**config.mk**
```make
export PLATFORM = sky130hd
export DESIGN_NAME = gain_ranged_peak_capture
export DESIGN_NICKNAME = d
export VERILOG_FILES = /design/src/rtl/trd_pkg.sv /design/src/rtl/trd_delay_line.sv /design/src/rtl/trd_peak_finder.sv /design/src/rtl/trd_range_encoder.sv /design/src/rtl/trd_event_fifo.sv /design/src/rtl/gain_ranged_peak_capture.sv
export SDC_FILE = /design/constraint.sdc
export NUM_CORES = 2
export LEC_CHECK = 0
export ABC_CLOCK_PERIOD_IN_PS = 4750
export BUFFER_PORTS_ARGS = -buffer_cell sky130_fd_sc_hd__buf_2
export CORE_MARGIN = 3
export CORE_UTILIZATION = 39
export DETAILED_ROUTE_END_ITERATION = 7
export PLACE_DENSITY = 0.5
export SYNTH_ARGS = -nofsm -noshare
export SYNTH_HDL_FRONTEND = slang
export SYNTH_SLANG_ARGS = --single-unit
```
**constraint.sdc**
```tcl
create_clock -name clk -period 4.75 [get_ports clk]
set_input_delay 0.2375 -clock clk [delete_from_list [all_inputs] [get_ports clk]]
set_output_delay 0.2375 -clock clk [all_outputs]
set_load 0.05 [all_outputs]
```
**src/rtl/trd_pkg.sv**
```systemverilog
package trd_pkg;
   localparam int unsigned NUM_RANGES = 3;
   localparam int unsigned CODE_W     = 2;

   typedef enum logic [CODE_W-1:0] {
      RNG_HIGH = 2'b00,
      RNG_MID  = 2'b01,
      RNG_LOW  = 2'b10
   } range_e;

   // stream index inside the packed sample vector
   localparam int unsigned IDX_HIGH = 2;
   localparam int unsigned IDX_MID  = 1;
   localparam int unsigned IDX_LOW  = 0;
endpackage

```
**src/rtl/trd_delay_line.sv**
```systemverilog
module trd_delay_line #(
   parameter int unsigned W     = 30,
   parameter int unsigned DEPTH = 64
) (
   input  logic         clk,
   input  logic         rst_n,
   input  logic [W-1:0] din,
   output logic [W-1:0] dout
);
   generate
      if (DEPTH == 1) begin : g_single
         logic [W-1:0] stage_q;
         always_ff @(posedge clk) begin
            if (!rst_n) stage_q <= '0;
            else        stage_q <= din;
         end
         assign dout = stage_q;
      end else begin : g_chain
         logic [W-1:0] stage_q [DEPTH];
         always_ff @(posedge clk) begin
            if (!rst_n) begin
               for (int i = 0; i < DEPTH; i++) stage_q[i] <= '0;
            end else begin
               stage_q[0] <= din;
               for (int i = 1; i < DEPTH; i++) stage_q[i] <= stage_q[i-1];
            end
         end
         assign dout = stage_q[DEPTH-1];
      end
   endgenerate
endmodule

```
**src/rtl/trd_peak_finder.sv**
```systemverilog
module trd_peak_finder
   import trd_pkg::*;
#(
   parameter int unsigned W      = 10,
   parameter int unsigned WINDOW = 50,
   parameter int unsigned CNT_W  = 8
) (
   input  logic                           clk,
   input  logic                           rst_n,
   input  logic [NUM_RANGES-1:0][W-1:0]   samp,
   input  logic                           trig,
   input  logic                           clear,
   output logic                           busy,
   output logic                           done,
   output logic [NUM_RANGES-1:0][W-1:0]   peak,
   output logic [CNT_W-1:0]               overlap_cnt
);
   localparam int unsigned WIN_W   = $clog2(WINDOW + 1);
   localparam logic [WIN_W-1:0] LAST_IDX = WIN_W'(WINDOW - 1);

   logic [WIN_W-1:0]                 idx_q;
   logic [NUM_RANGES-1:0][W-1:0]     peak_nxt;

   genvar g;
   generate
      for (g = 0; g < NUM_RANGES; g++) begin : g_max
         assign peak_nxt[g] = (samp[g] > peak[g]) ? samp[g] : peak[g];
      end
   endgenerate

   always_ff @(posedge clk) begin
      if (!rst_n) begin
         busy        <= 1'b0;
         done        <= 1'b0;
         idx_q       <= '0;
         peak        <= '0;
         overlap_cnt <= '0;
      end else begin
         done <= 1'b0;
         if (clear) begin
            busy  <= 1'b0;
            idx_q <= '0;
         end else if (!busy) begin
            if (trig) begin
               busy  <= 1'b1;
               idx_q <= WIN_W'(1);
               peak  <= samp;
            end
         end else begin
            peak <= peak_nxt;
            if (trig && (overlap_cnt != '1))
               overlap_cnt <= overlap_cnt + 1'b1;
            if (idx_q == LAST_IDX) begin
               busy  <= 1'b0;
               done  <= 1'b1;
               idx_q <= '0;
            end else begin
               idx_q <= idx_q + 1'b1;
            end
         end
      end
   end

   AST_DONE_AFTER_BUSY: assert property (@(posedge clk) disable iff (!rst_n)
      done |-> $past(busy));
   AST_CLEAR_ABORT: assert property (@(posedge clk) disable iff (!rst_n)
      clear |=> (!busy && !done));
   AST_OVERLAP_STEP: assert property (@(posedge clk) disable iff (!rst_n)
      (busy && trig && !clear && (overlap_cnt != '1)) |=>
         (overlap_cnt == CNT_W'($past(overlap_cnt) + 1'b1)));
endmodule

```
**src/rtl/trd_range_encoder.sv**
```systemverilog
module trd_range_encoder
   import trd_pkg::*;
#(
   parameter int unsigned W = 10
) (
   input  logic [NUM_RANGES-1:0][W-1:0] peak,
   input  logic [W-1:0]                 thresh,
   output range_e                       code,
   output logic [W-1:0]                 value,
   output logic                         keep
);
   localparam logic [W-1:0] SAT = '1;

   always_comb begin
      if (peak[IDX_HIGH] != SAT) begin
         code  = RNG_HIGH;
         value = peak[IDX_HIGH];
      end else if (peak[IDX_MID] != SAT) begin
         code  = RNG_MID;
         value = peak[IDX_MID];
      end else begin
         code  = RNG_LOW;
         value = peak[IDX_LOW];
      end
      keep = (value >= thresh);
   end
endmodule

```
**src/rtl/trd_event_fifo.sv**
```systemverilog
module trd_event_fifo #(
   parameter int unsigned DW    = 12,
   parameter int unsigned DEPTH = 4
) (
   input  logic          clk,
   input  logic          rst_n,
   input  logic          wr_en,
   input  logic [DW-1:0] din,
   input  logic          rd_en,
   output logic [DW-1:0] dout,
   output logic          not_empty,
   output logic          full
);
   localparam int unsigned AW  = (DEPTH > 1) ? $clog2(DEPTH) : 1;
   localparam int unsigned CW  = $clog2(DEPTH + 1);
   localparam logic [CW-1:0] CAP = CW'(DEPTH);

   logic [DW-1:0] mem_q [DEPTH];
   logic [AW-1:0] wr_ptr_q, rd_ptr_q;
   logic [CW-1:0] count_q;
   logic          push, pop;

   assign full      = (count_q == CAP);
   assign not_empty = (count_q != '0);
   assign push      = wr_en && !full;
   assign pop       = rd_en && not_empty;
   assign dout      = mem_q[rd_ptr_q];

   always_ff @(posedge clk) begin
      if (push) mem_q[wr_ptr_q] <= din;
   end

   always_ff @(posedge clk) begin
      if (!rst_n) begin
         wr_ptr_q <= '0;
         rd_ptr_q <= '0;
         count_q  <= '0;
      end else begin
         if (push) wr_ptr_q <= (wr_ptr_q == AW'(DEPTH - 1)) ? '0 : wr_ptr_q + 1'b1;
         if (pop)  rd_ptr_q <= (rd_ptr_q == AW'(DEPTH - 1)) ? '0 : rd_ptr_q + 1'b1;
         case ({push, pop})
            2'b10:   count_q <= count_q + 1'b1;
            2'b01:   count_q <= count_q - 1'b1;
            default: count_q <= count_q;
         endcase
      end
   end

   AST_FULL_HOLD: assert property (@(posedge clk) disable iff (!rst_n)
      (full && wr_en && !rd_en) |=> $stable(count_q));
   AST_POP_STEP: assert property (@(posedge clk) disable iff (!rst_n)
      (rd_en && not_empty && !wr_en) |=> (count_q == CW'($past(count_q) - 1'b1)));
endmodule

```
**src/rtl/gain_ranged_peak_capture.sv**
```systemverilog
module gain_ranged_peak_capture
   import trd_pkg::*;
#(
   parameter int unsigned SAMPLE_W  = 10,
   parameter int unsigned LATENCY   = 64,
   parameter int unsigned WINDOW    = 50,
   parameter int unsigned BUF_DEPTH = 4,
   parameter int unsigned OVL_W     = 8
) (
   input  logic                      clk,
   input  logic                      rst_n,
   input  logic [SAMPLE_W-1:0]       adc_hi_i,
   input  logic [SAMPLE_W-1:0]       adc_mid_i,
   input  logic [SAMPLE_W-1:0]       adc_lo_i,
   input  logic                      l1_trig_i,
   input  logic                      l1_clear_i,
   input  logic                      self_trig_en_i,
   input  logic [SAMPLE_W-1:0]       thresh_i,
   input  logic                      rd_en_i,
   output logic                      evt_valid_o,
   output logic [CODE_W+SAMPLE_W-1:0] evt_word_o,
   output logic                      buf_full_o,
   output logic                      busy_o,
   output logic                      self_trig_o,
   output logic [OVL_W-1:0]          overlap_cnt_o
);
   localparam int unsigned BUS_W  = NUM_RANGES * SAMPLE_W;
   localparam int unsigned WORD_W = CODE_W + SAMPLE_W;

   generate
      if (WINDOW < 2) begin : g_bad_window
         $error("WINDOW must be at least 2");
      end
      if (LATENCY < 1) begin : g_bad_latency
         $error("LATENCY must be at least 1");
      end
      if ((BUF_DEPTH < 2) || ((BUF_DEPTH & (BUF_DEPTH - 1)) != 0)) begin : g_bad_depth
         $error("BUF_DEPTH must be a power of two, at least 2");
      end
   endgenerate

   logic [NUM_RANGES-1:0][SAMPLE_W-1:0] raw_bus, dly_bus, peak;
   logic                                disc_now, disc_q, self_fire, trig;
   logic                                done;
   range_e                              code;
   logic [SAMPLE_W-1:0]                 value;
   logic                                keep;

   assign raw_bus[IDX_HIGH] = adc_hi_i;
   assign raw_bus[IDX_MID]  = adc_mid_i;
   assign raw_bus[IDX_LOW]  = adc_lo_i;

   trd_delay_line #(.W(BUS_W), .DEPTH(LATENCY)) delay_i (
      .clk  (clk),
      .rst_n(rst_n),
      .din  (raw_bus),
      .dout (dly_bus)
   );

   assign disc_now = (dly_bus[IDX_HIGH] > thresh_i);

   always_ff @(posedge clk) begin
      if (!rst_n) disc_q <= 1'b0;
      else        disc_q <= disc_now;
   end

   assign self_fire   = self_trig_en_i && disc_now && !disc_q;
   assign trig        = l1_trig_i || self_fire;
   assign self_trig_o = self_fire;

   trd_peak_finder #(.W(SAMPLE_W), .WINDOW(WINDOW), .CNT_W(OVL_W)) finder_i (
      .clk        (clk),
      .rst_n      (rst_n),
      .samp       (dly_bus),
      .trig       (trig),
      .clear      (l1_clear_i),
      .busy       (busy_o),
      .done       (done),
      .peak       (peak),
      .overlap_cnt(overlap_cnt_o)
   );

   trd_range_encoder #(.W(SAMPLE_W)) encoder_i (
      .peak  (peak),
      .thresh(thresh_i),
      .code  (code),
      .value (value),
      .keep  (keep)
   );

   trd_event_fifo #(.DW(WORD_W), .DEPTH(BUF_DEPTH)) fifo_i (
      .clk      (clk),
      .rst_n    (rst_n),
      .wr_en    (done && keep),
      .din      ({code, value}),
      .rd_en    (rd_en_i),
      .dout     (evt_word_o),
      .not_empty(evt_valid_o),
      .full     (buf_full_o)
   );

   AST_MID_NEEDS_CLIP: assert property (@(posedge clk) disable iff (!rst_n)
      (done && (code == RNG_MID)) |-> (peak[IDX_HIGH] == '1));
   AST_SELF_FIRE_IDLE_OR_COUNT: assert property (@(posedge clk) disable iff (!rst_n)
      (self_fire && !busy_o && !l1_clear_i) |=> busy_o);
endmodule

```
Word level (Yosys, flattened, before mapping) --
Memories as Yosys holds them, arrays and structs flattened. A register that Yosys moved wholly into a read port is not among the register bits. Cells that the tools add are included.
Word-level totals: bits in registers 54, bits in writable memories 1968, output and inout bits 24, memories 2
Operators by class: add/subtract/negate cells 6, magnitude comparators 5, equal/unequal tests 12, muxes and demuxes 89, bitwise operators 67, reductions and logical operators 18
Memory list:
- delay_i.g_chain.stage_q | depth 64, bits a word 30, read ports 64, clocked after Yosys merged registers in 0, write ports 64, RTL line trd_delay_line.sv:19 | logic [W-1:0] stage_q [DEPTH];
- fifo_i.mem_q | depth 4, bits a word 12, read ports 1, clocked after Yosys merged registers in 1, write ports 1, RTL line trd_event_fifo.sv:18 | logic [DW-1:0] mem_q [DEPTH];
Operators with widths (number):
- 2-to-1 mux 30 bit | 66
- bitwise OR 1 bit | 64
- 2-to-1 mux 10 bit | 5
- greater-than comparator 10 bit | 4
- inequality test 10 bit, second input constant | 2
- 2-to-1 mux 6 bit | 3
- 2-to-1 mux 2 bit | 6
- AND reduction 3 bit | 4
- greater-or-equal comparator 10 bit | 1
- adder 8 x 1 -> 8 bit, second input constant | 1
- 2-to-1 mux 1 bit | 8
- inequality test 8 bit, second input constant | 1
- adder 6 x 1 -> 6 bit, second input constant | 1
- equality test 2 bit, second input constant | 3
- equality test 6 bit, second input constant | 1
- logical AND 1 bit | 6
- inequality test 2 bit, second input constant | 3
- case mux 3 bit (2 select lines) | 1
- adder 2 x 1 -> 2 bit, second input constant | 2
- nonzero test 2 bit | 2
- adder 3 x 1 -> 3 bit, second input constant | 1
- equality test 3 bit, second input constant | 1
- inverter 1 bit | 3
- nonzero test 3 bit | 1
- other kinds (6) | 7

Depth between registers and ports, before layout --
word-level depth 8, mapped depth 18, gate-level depth less buffers 18

Cells and area by module --
From an unflattened synthesis, not the netlist that was laid out.
Unflattened totals: cells, all modules 4632, area total of the unflattened synthesis 57555.2 µm²
By module, submodules not included:
- trd_delay_line | instances 1, cells each 4083, area each 51794.7 µm², seq. area each 38436.9 µm²
- trd_peak_finder | instances 1, cells each 327, area each 2738.9 µm², seq. area each 920.9 µm²
- trd_event_fifo | instances 1, cells each 118, area each 2244.7 µm², seq. area each 1621.6 µm²
- trd_range_encoder | instances 1, cells each 62, area each 462.9 µm², seq. area each 0.0 µm²
- gain_ranged_peak_capture | instances 1, cells each 42, area each 314.1 µm², seq. area each 20.0 µm²

Least setup slack after synthesis --
OpenSTA, ideal clock, no wires.
path type register -> register, start point reg finder_i.peak[25] (netlist name), end point reg fifo_i.count_q[2], setup time 73 ps, arrival time 3581 ps, data required time 4677 ps, slack 1096 ps, stages on the path, launching flop included 17, path buffers 1, clock period less this slack 3654 ps, cells stage by stage dfxtp_1 nand2_1 nor4_1 clkbuf_1 a21oi_1 ha_1 a2111o_1 a31oi_1 o21ai_1 a21o_1 inv_1 ha_1 inv_1 fa_1 xor2_1 or3_1 a21oi_1
On the way: cells in the longest elaborated chain, start to end 7
Ends and longest elaborated chain:
- start: declaration | RTL line trd_peak_finder.sv:15 | output logic [NUM_RANGES-1:0][W-1:0] peak,
- start signal: assignment | RTL line trd_peak_finder.sv:47 | peak <= samp;
- start signal: assignment | RTL line trd_peak_finder.sv:50 | peak <= peak_nxt;
- inequality test 10 bit | RTL line trd_range_encoder.sv:15 | if (peak[IDX_HIGH] != SAT) begin
- 2-to-1 mux 10 bit (*) | RTL line trd_range_encoder.sv:15
- via encoder_i.value[5] | RTL line trd_range_encoder.sv:9 | output logic [W-1:0] value,
- greater-or-equal comparator 10 bit (*) | RTL line trd_range_encoder.sv:25 | keep = (value >= thresh);
- logical AND 1 bit (*) | RTL line gain_ranged_peak_capture.sv:94 | .wr_en (done && keep),
- logical AND 1 bit (*) | RTL line trd_event_fifo.sv:25 | assign push = wr_en && !full;
- equality test 2 x 1 -> 1 bit / equality test 2 bit (equally long branches) | RTL line trd_event_fifo.sv:41 | case ({push, pop})
- case mux 3 bit (2 select lines) / nonzero test 2 bit (equally long branches)
- end signal: assignment | RTL line trd_event_fifo.sv:42 | 2'b10: count_q <= count_q + 1'b1;
- end signal: assignment | RTL line trd_event_fifo.sv:43 | 2'b01: count_q <= count_q - 1'b1;
- end signal: assignment | RTL line trd_event_fifo.sv:44 | default: count_q <= count_q;
- end: declaration | RTL line trd_event_fifo.sv:20 | logic [CW-1:0] count_q;
Mark *: on every way through the listed nets, which the timed path passes. The rest lies on a longest branch. A chain may end at the register's enable or synchronous reset.

Worst setup path after layout --
start point reg finder_i.peak[12] (netlist name), end point reg fifo_i.count_q[2]
On the way: cells in the longest elaborated chain, start to end 8
Ends and longest elaborated chain:
- inequality test 10 bit (*) | RTL line trd_range_encoder.sv:18 | end else if (peak[IDX_MID] != SAT) begin
- 2-to-1 mux 10 bit (*) | RTL line trd_range_encoder.sv:18
- 2-to-1 mux 10 bit (*) | RTL line trd_range_encoder.sv:15
- via encoder_i.value[5] | RTL line trd_range_encoder.sv:9
- greater-or-equal comparator 10 bit (*) | RTL line trd_range_encoder.sv:25
- logical AND 1 bit (*) | RTL line gain_ranged_peak_capture.sv:94
- logical AND 1 bit (*) | RTL line trd_event_fifo.sv:25
- equality test 2 x 1 -> 1 bit / equality test 2 bit (equally long branches) | RTL line trd_event_fifo.sv:41
- case mux 3 bit (2 select lines) / nonzero test 2 bit (equally long branches)
Marked as above.

==> impl_metrics.env <==
export IMPL_ctsResizeCount=0
export IMPL_setup_violations=0
export IMPL_cts_tree="yes"
export IMPL_slew_viol_final=0
export IMPL_hp_class="in2reg"
export IMPL_yosysWarnings=0
export IMPL_start_util_pct=39.5
export IMPL_status="finished, final reports clean"
export IMPL_ant_nets=0
export IMPL_final_net_count=4790
export IMPL_min_from="thresh_i[0]"
export IMPL_die_x_um=388
export IMPL_grt_pass1_vias=25000
export IMPL_design_area_mm2=0.0658
export IMPL_path_max_fanout=7
export IMPL_timing_fmax_mhz=242
export IMPL_fin_skew_ps=21.3
export IMPL_synth_cell_types=52
export IMPL_io_pins=70
export IMPL_max_slew_worst_pin_slew_ps=1070
export IMPL_numPortBuffers=69
export IMPL_hold_viol_final=0
export IMPL_vias=27600
export IMPL_overflow=0
export IMPL_dp_hpwl_um=33600
export IMPL_routedWlPerCell_um=10.2
export IMPL_drt_iter0_markers=1048
export IMPL_synth_edf_count=48
export IMPL_syn_inst=4595
export IMPL_layout_commonest_cell="dfxtp_1"
export IMPL_cap_violations=0
export IMPL_path_class="reg2reg"
export IMPL_cts_root_buf="clkbuf_16"
export IMPL_min_to="disc_q"
export IMPL_track_usage_pct=9.26
export IMPL_post_cts_setup_buffers=0
export IMPL_avgSynthCellArea_um2=12.4
export IMPL_cts_made_buffers=200
export IMPL_core_mm2=0.144
export IMPL_multiInputGateArea_mm2=0.0148
export IMPL_timing_rr_end="fifo_i.count_q[2]"
export IMPL_slew_headroom_pct=28.9
export IMPL_first_pass_iters=6
export IMPL_routed_wl_um=69000
export IMPL_drc=0
export IMPL_final_cell_mix="dfxtp_1, and2_1, clkbuf_16, nand2_1, buf_2"
export IMPL_grt_pass1_wl_um=119000
export IMPL_antenna_cells=0
export IMPL_fill_cells=13300
export IMPL_seq_area_frac_synth_pct=72.0
export IMPL_regArea_mm2=0.0410
export IMPL_routed_via_density=4.09
export IMPL_crit_path_end_kind="register"
export IMPL_syn_area_mm2=0.0569
export IMPL_period_share_pct=87.0
export IMPL_drive_gt1_share_pct=8.31
export IMPL_synth_seq_cells=2024
export IMPL_cp_arrival_ps=4840
export IMPL_synthArstFlopShare_pct=0
export IMPL_synth_main_ff_cell="dfxtp_1"
export IMPL_hold_depth=5
export IMPL_antenna_found_initial=0
export IMPL_place_area_mm2=0.0589
export IMPL_htree_levels=4
export IMPL_critPathLaunchType="register"
export IMPL_clk_latency_ps=790
export IMPL_leakage_nw=27.2
export IMPL_die_y_um=388
export IMPL_critPathRequiredTime_ps=5460
export IMPL_yosys_area_top_type="dfxtp_1"
export IMPL_vdd_drop_max_mv=0.318
export IMPL_area_growth_pct=15.6
export IMPL_period_needed_ps=4130
export IMPL_dieArea_mm2=0.151
export IMPL_powerDensity_mw_per_mm2=495
export IMPL_synth_nets=4701
export IMPL_gp_congestion=0.724
export IMPL_placementRows=139
export IMPL_fin_tns_setup_ps=0
export IMPL_clk_pin_slew_worst_paths_ps=60
export IMPL_r2r_start="finder_i.peak[12]"
export IMPL_rsz0062_at_grt="false"
export IMPL_synth_top_area_share_pct=69.5
export IMPL_cts_path_max_buffers=3
export IMPL_r2r_cells=16
export IMPL_cts_sinks=2024
export IMPL_grt_max_degree=325
export IMPL_ff2ff_setup_slack_ps=620
export IMPL_ys_top_cells_by_area="dfxtp_1, and2_1, edfxtp_1"
## cell families (layout without fill, tap and decap cells)
family                     Yosys count  count (layout)  share of synthesized area, %
DFF                               2024            2024                          72.0
xor gates and xnor gates             3               3                        0.0462
adders and majority gates           60              60                          1.33
and+or+nand+nor                   2097            2097                          22.6
buffers and inverters              285             538                          1.91
AOI/OAI and AO/OA                   75              75                         0.917
muxes                               51              51                          1.16
## cell usage after synthesis (4+ instances only)
cell type	instances
mux2i_1	39
a21oi_1	21
and2_1	1926
nand2b_1	10
nor2b_1	7
inv_1	52
mux4_2	12
a211oi_1	5
nand3_1	5
o21ai_1	12
clkbuf_1	225
o21ai_0	12
or3_1	4
ha_1	59
nand4_1	12
nor2_1	20
dfxtp_1	1976
and3_1	4
edfxtp_1	48
nor3_1	7
nand2_1	91
## routing by layer
metal / wire length, µm / vias up / part of all wire (%) / global-route usage [%]
met3: 3310 / 200 / 4.8 / 2.93
li1: - / 14400 / - / -
met5: 0 / - / 0 / 0
met2: 29500 / 290 / 43 / 14.4
met1: 33800 / 12700 / 49 / 11.7
met4: 2440 / 0 / 3.5 / 4.53
## registers in the layout (all words and copies together) (netlist names), named ones only
register                 count
fifo_i.rd_ptr_q              2
fifo_i.wr_ptr_q              2
finder_i.overlap_cnt         8
fifo_i.mem_q                48
disc_q                       1
delay_i.g_chain.stage_q   1920
finder_i.done                1
finder_i.busy                1
finder_i.peak               30
finder_i.idx_q               6
fifo_i.count_q               3
## worst max path at each step
stage                 startpoint                 to  slack, ps  depth (start not counted)
6_report       finder_i.peak[12]  fifo_i.count_q[2]        620                         16
5_1_grt        finder_i.peak[16]  fifo_i.count_q[2]        340                         16
4_1_cts        finder_i.peak[12]  fifo_i.count_q[2]        510                         16
3_5_place_dp   finder_i.peak[13]  fifo_i.count_q[2]        560                         16
3_3_place_gp   finder_i.peak[15]  fifo_i.count_q[2]        580                         16
2_1_floorplan  finder_i.peak[25]  fifo_i.count_q[2]       1100                         16
## power by group
part	switching, mW	internal (mW)
clock	6.25	8.91
sequential	0.00915	17.1
combinational	0.227	0.0965
total	6.49	26.1
## repair_timing
item | in CTS | in global routing
hold endpoints to repair | 100 | 0
hold buffers | 34 | 0
setup endpoints to repair | 0 | 0
## through the flow
step / setup WS (ps) / hold WS [ps] / utilization [%] / power (mW) / cells
floorplan: 1100 / 365 / - / 17.7 / 4595
global placement: 584 / 413 / 40.9 / 17.8 / 6351
detailed placement: 565 / 417 / 40.9 / 17.8 / 6351
CTS: 507 / 70.5 / 45.6 / 33.3 / 6751
global route: 338 / 124 / 45.6 / 34.0 / 6751
finish: 619 / 138 / 45.6 / 32.6 / 6751
## worst max-delay path, cell delays in order, from the launching register on
cell      delay, ps
dfxtp_1         390
nand4_1         100
or4_1           490
o21ai_0         300
a21oi_1         220
ha_1            350
a2111o_1        370
a31oi_1         140
o21ai_1         110
a21o_1          260
inv_1           100
ha_1            170
inv_1            60
fa_1            370
xor2_1          160
or3_1           310
a21oi_1         140
## final cells by class
type / instances / area share, %
clock buffer: 306 / 8.93
tap: 1903 / 3.62
multi-input combinational: 2286 / 22.5
clock inverter: 60 / 0.945
timing repair buffer: 117 / 1.33
inverter: 55 / 0.314
sequential: 2024 / 62.3
Note: power is estimated with default switching activity, not from simulation.
